### config.mk
export PLATFORM = sky130hd
export DESIGN_NAME = msw_ctrl_unit
export DESIGN_NICKNAME = d
export VERILOG_FILES = /design/src/rtl/msw_pkg.sv /design/src/rtl/msw_flags.sv /design/src/rtl/msw_fault_eval.sv /design/src/rtl/msw_readback.sv /design/src/rtl/msw_ctrl_unit.sv
export SDC_FILE = /design/constraint.sdc
export NUM_CORES = 1
export LEC_CHECK = 0
export ABC_AREA = 0
export BUFFER_PORTS_ARGS = -buffer_cell sky130_fd_sc_hd__buf_2
export CORE_MARGIN = 10
export CORE_UTILIZATION = 28
export CTS_BUF_LIST = sky130_fd_sc_hd__clkbuf_8
export CTS_CLUSTER_DIAMETER = 30
export DETAILED_ROUTE_END_ITERATION = 10
export GPL_ROUTABILITY_DRIVEN = 1
export PLACE_DENSITY = 0.75
export SLEW_MARGIN = 30
export SYNTH_ARGS = -nofsm -noshare
export SYNTH_HDL_FRONTEND = slang
export SYNTH_HIERARCHICAL = 1
export SYNTH_SLANG_ARGS = --single-unit
### constraint.sdc
create_clock -name clk -period 0.9 [get_ports clk]
set_input_delay 0.045 -clock clk [delete_from_list [all_inputs] [get_ports clk]]
set_output_delay 0.045 -clock clk [all_outputs]
set_load 0.02 [all_outputs]
### src/rtl/msw_pkg.sv
package msw_pkg;
    localparam int unsigned FLAG_W = 4;

    typedef struct packed {
        logic ts;   // bit 3 task switched
        logic em;   // bit 2 emulate coprocessor
        logic mp;   // bit 1 monitor coprocessor
        logic pe;   // bit 0 protected mode
    } msw_bits_t;

    function automatic msw_bits_t bits_from_word(input logic [FLAG_W-1:0] w);
        msw_bits_t b;
        b.pe = w[0];
        b.mp = w[1];
        b.em = w[2];
        b.ts = w[3];
        return b;
    endfunction
endpackage

### src/rtl/msw_flags.sv
module msw_flags
    import msw_pkg::*;
(
    input  logic                clk,
    input  logic                rst_n,
    input  logic                ld_en,
    input  logic [FLAG_W-1:0]   ld_low,
    input  logic                task_sw,
    output msw_bits_t           bits_q
);
    msw_bits_t st_d, st_q;

    always_comb begin
        msw_bits_t ld_b;
        ld_b = bits_from_word(ld_low);
        st_d = st_q;
        if (ld_en) begin
            st_d.mp = ld_b.mp;
            st_d.em = ld_b.em;
            st_d.ts = ld_b.ts;
            // protected mode can only be set by a load
            st_d.pe = st_q.pe | ld_b.pe;
        end
        if (task_sw) begin
            st_d.ts = 1'b1;
        end
    end

    always_ff @(posedge clk) begin
        if (!rst_n) begin
            st_q <= '0;
        end else begin
            st_q <= st_d;
        end
    end

    assign bits_q = st_q;
endmodule

### src/rtl/msw_fault_eval.sv
module msw_fault_eval
    import msw_pkg::*;
#(
    parameter int unsigned VEC_W     = 8,
    parameter int unsigned FAULT_VEC = 7
) (
    input  logic              clk,
    input  logic              rst_n,
    input  msw_bits_t         bits,
    input  logic              wait_exec,
    input  logic              esc_exec,
    output logic              fault_req,
    output logic [VEC_W-1:0]  fault_vec
);
    typedef struct packed {
        logic             req;
        logic [VEC_W-1:0] vec;
    } fault_st_t;

    localparam logic [VEC_W-1:0] VEC_VAL = VEC_W'(FAULT_VEC);

    fault_st_t f_d, f_q;

    always_comb begin
        logic wait_hit;
        logic esc_hit;
        wait_hit = wait_exec & bits.mp & bits.ts;
        esc_hit  = esc_exec & (bits.em | bits.ts);
        f_d.req  = wait_hit | esc_hit;
        f_d.vec  = (wait_hit | esc_hit) ? VEC_VAL : '0;
    end

    always_ff @(posedge clk) begin
        if (!rst_n) begin
            f_q <= '0;
        end else begin
            f_q <= f_d;
        end
    end

    assign fault_req = f_q.req;
    assign fault_vec = f_q.vec;
endmodule

### src/rtl/msw_readback.sv
module msw_readback
    import msw_pkg::*;
#(
    parameter int unsigned WORD_W = 16
) (
    input  msw_bits_t           bits,
    output logic [WORD_W-1:0]   word
);
    localparam int unsigned UPPER_W = WORD_W - FLAG_W;

    assign word[0] = bits.pe;
    assign word[1] = bits.mp;
    assign word[2] = bits.em;
    assign word[3] = bits.ts;

    for (genvar i = 0; i < UPPER_W; i++) begin : g_upper
        assign word[FLAG_W + i] = 1'b1;
    end
endmodule

### src/rtl/msw_ctrl_unit.sv
module msw_ctrl_unit
    import msw_pkg::*;
#(
    parameter int unsigned WORD_W    = 16,
    parameter int unsigned VEC_W     = 8,
    parameter int unsigned FAULT_VEC = 7
) (
    input  logic              clk,
    input  logic              rst_n,
    input  logic              ld_en,
    input  logic [WORD_W-1:0] ld_data,
    input  logic              wait_exec,
    input  logic              esc_exec,
    input  logic              task_sw,
    output logic [WORD_W-1:0] msw_out,
    output logic              prot_mode,
    output logic              fault_req,
    output logic [VEC_W-1:0]  fault_vec
);
    msw_bits_t bits;

    msw_flags u_flags (
        .clk     (clk),
        .rst_n   (rst_n),
        .ld_en   (ld_en),
        .ld_low  (ld_data[FLAG_W-1:0]),
        .task_sw (task_sw),
        .bits_q  (bits)
    );

    msw_fault_eval #(
        .VEC_W     (VEC_W),
        .FAULT_VEC (FAULT_VEC)
    ) u_fault (
        .clk       (clk),
        .rst_n     (rst_n),
        .bits      (bits),
        .wait_exec (wait_exec),
        .esc_exec  (esc_exec),
        .fault_req (fault_req),
        .fault_vec (fault_vec)
    );

    msw_readback #(
        .WORD_W (WORD_W)
    ) u_rb (
        .bits (bits),
        .word (msw_out)
    );

    assign prot_mode = bits.pe;
endmodule

-- Yosys cells after proc, flatten, opt, wreduce, memory -nomap -nowiden
Cells that the tools add are included.
- multiplexer cells: 3
- reduce and logical (&&, ||, !) cells: 1
- bitwise logic cells: 6
- operators by type and width (kind ; number):
    $mux W4 ; 1
    $and A1 B1 Y1 ; 3
    $mux W3 ; 1
    $or A1 B1 Y1 ; 3
    $reduce_bool A2 Y1 ; 1
    $mux W1 ; 1
- output and inout port bits: 26
- input bits: 22
- flip-flop bits (word level): 13
- logic and storage cells: 16

-- Logic depth before layout (Yosys ltp)
- depth after elaboration: 4
- mapped depth: 2
- depth with buffers taken out: 2

-- By module
The synthesis kept the hierarchy.
- by module, submodules not included (module ; times used ; cells an instance ; area each (sq um)):
    msw_flags ; 1 ; 12 ; 146.4
    msw_readback ; 1 ; 17 ; 123.9
    msw_fault_eval ; 1 ; 13 ; 101.3

-- Worst setup path before layout
OpenSTA, ideal clock, no wires.
- path type: register to register
- start point: register, netlist name u_flags/bits_q[3]
- end point: register u_flags.st_q, in the netlist u_flags/bits_q[3]
- cell stages (with the launch flop): 3
- slack: 69 ps
- clock period less this slack: 831 ps
- required time: 785 ps
- data arrival time: 716 ps
- path through: dfxtp_1 -> mux2_4 -> o21a_1
- RTL lines (item ; line ; source):
    to (signal assigned) ; msw_flags.sv:33 ; st_q <= st_d;
    to (decl) ; msw_flags.sv:11 ; msw_bits_t st_d, st_q;

-- Final worst setup path
- start point: register u_flags.st_q, in the netlist u_flags/bits_q[3]
- end point: output msw_out[3]
- RTL lines (item ; line ; source):
    to (decl) ; msw_ctrl_unit.sv:15 ; output logic [WORD_W-1:0] msw_out,
No word-level cell between the ends.

==> flow_summary.toml <==
[status]
status = "completed"

[power_and_ir_drop]
ir_worst_vdd_mv = 0.965
leakage_nw = 0.243
p_per_area_mw_per_mm2 = 2020
power.total_uw = 833

[setup_path]
reg2reg_to = "u_flags/bits_q[3]"
end_kind = "output port"
critPathKind = "flop to output port"
cp.required_ns = 0.85
crit_start = "u_flags/bits_q[3]"
cp-start-kind = "flop"
endpoint = "msw_out[3]"
crit_arrival_ns = 0.80
r2r_slack_ns = 0.07
cp_max_fo = 3
rr_worst_depth = 2
worstReg2RegStart = "u_flags/bits_q[3]"

[drt]
drt_wl_total_microns = 806
route.detailed.wl_per_inst_microns = 11.4
route.detailed.drc = 0
vias = 246
via_per_inst = 3.46
drt_iter0_drc = 3
dr.pass1.iters = 2
ant_nets = 0

[clock_tree]
root_buffer = "clkbuf_8"
numCtsBuffers = 3
path_clk_slew_ns = 0.04
htree_levels = 1
post-cts-setup-buffers = 0
clockBufferDepth = 2
worst_skew_pair.late_latency_ns = 0.22
cts_sinks = 5
cts_tree = "yes"

[sta]
setup_viol = 0
grt_setup_unrepaired = "no"
tns_ns = 0
layout_min_cycle_time_ns = 0.850
skew_ns = 0.000593
maxSlewViolCount = 0
timing.hold.ws_ns = 0.0368
layout_worst_path_cycle_share = 0.944
hold_violations = 0
fmaxAchievable_mhz = 1180

[logic_synthesis]
synth_top_cell_by_area = "buf_4"
syn-instance-count = 42
synth_top_area_share = 0.485
syn_area_sq_um = 372
synth.distinct_cells = 11
yosysMostFrequentCell = "buf_4"
ys_seq_area_frac = 0.269
synth_edf_count = 0
ys_seq_elements = 5
syn_avg_cell_area_sq_um = 8.85
synth_warnings = 6
ys.flop_type = "dfxtp_1"
synth_area_leaders = "buf_4, dfxtp_1, mux2i_1, nor2b_1, mux2_4"
netlist_top_cells_count = "buf_4, dfxtp_1, nor2b_1"
async_flop_share = 0

[finish]
drive_gt1_frac = 0.411
synthToLayoutAreaGrowth_pct = 10.8
final_area_sq_um = 412
final_core_util = 0.324
n_antenna_cell = 0
fin_nets = 79

[floorplan]
die_x_microns = 56.4
ios = 48
chipHeight_microns = 56.4
initial_core_util = 0.293
core_region_area_sq_mm = 0.00127
fp-row-count = 13
dieArea_sq_mm = 0.00318

[flow_run]
cap_violations = 0

[placed_design]
place.gp.congestion = 0.634
numPortBuffers = 18
place_area_sq_um = 364
post-dp-hpwl_microns = 735

[grt]
grt.overflow.total = 0
grt_pass1_vias = 296
antenna_found_initial = 0
grt_pass1_wl_microns = 1350
track_usage = 0.0521
grt_max_degree = 6

[worst_hold_path]
holdCritStartpoint = "task_sw"
worstHoldPathType = "input port to flop"
hold_path_depth = 2
-- sequential cells by signal, indices dropped and copies added, names as in the netlist --
signal / cells
u_fault/fault_vec: 1
u_flags/bits_q: 4
-- layer usage --
metal	share of wire	track usage	wire length, microns	vias to the layer above
li1	-	-	-	119
met1	0.37	0.0415	295	102
met2	0.41	0.0737	331	25
met3	0.22	0.0539	179	0
met4	0	0.0412	0	0
met5	0	0	0	-
-- area by class of cell --
cell class / count / area, sq um
Clock buffer: 3 / 41.3
Fill cell: 142 / 857
Clock inverter: 1 / 3.75
Sequential cell: 5 / 100
Timing Repair Buffer: 19 / 100
Tap cell: 15 / 18.8
Multi-Input combinational cell: 28 / 148
-- cells by family after synthesis --
logic type / synth area share
buf+inv: 0.485
flops: 0.269
compound gates: 0.0673
simple gates: 0.0640
mux: 0.0943
other cells: 0.0202
-- critical path: stages (launching register included) --
cell     delay [ns]
dfxtp_1        0.30
buf_4          0.13
buf_4          0.15
-- power breakdown --
part / internal (mW) / switching [mW] / total, mW
clock network: 0.293 / 0.113 / 0.405
logic: 0.0549 / 0.126 / 0.181
registers: 0.238 / 0.00953 / 0.247
total: 0.585 / 0.248 / 0.833
-- how the worst min path moves through the flow --
stage	end
3_5_place_dp	u_flags/bits_q[3]
5_1_grt	u_flags/bits_q[3]
3_3_place_gp	u_flags/bits_q[3]
4_1_cts	u_flags/bits_q[3]
2_1_floorplan	u_flags/bits_q[3]
6_report	u_flags/bits_q[3]
-- metrics by stage --
step | std cells | setup slack [ns]
6_report | 71 | 0.0502
5_1_grt | 71 | 0.0182
2_1_floorplan | 57 | 0.0690
3_5_place_dp | 67 | 0.0764
3_3_place_gp | 67 | 0.0832
4_1_cts | 71 | 0.0320
-- layout by cell type (no fill, tap or decap), drive strengths merged --
cell     n
mux2     1
a21oi    1
conb    17
a21boi   1
o21a     1
nand3    1
inv      1
buf     19
clkbuf   3
dfxtp    5
o21ai    1
mux2i    2
nor2b    3
-- what timing repair did --
item | 4_1_cts | 5_1_grt
hold buffers | 0 | 0
endpoints found under the hold margin | 0 | 0
endpoints found under the setup margin | 0 | 1
resized for setup | 0 | 1
(Power assumes the default switching activity.)
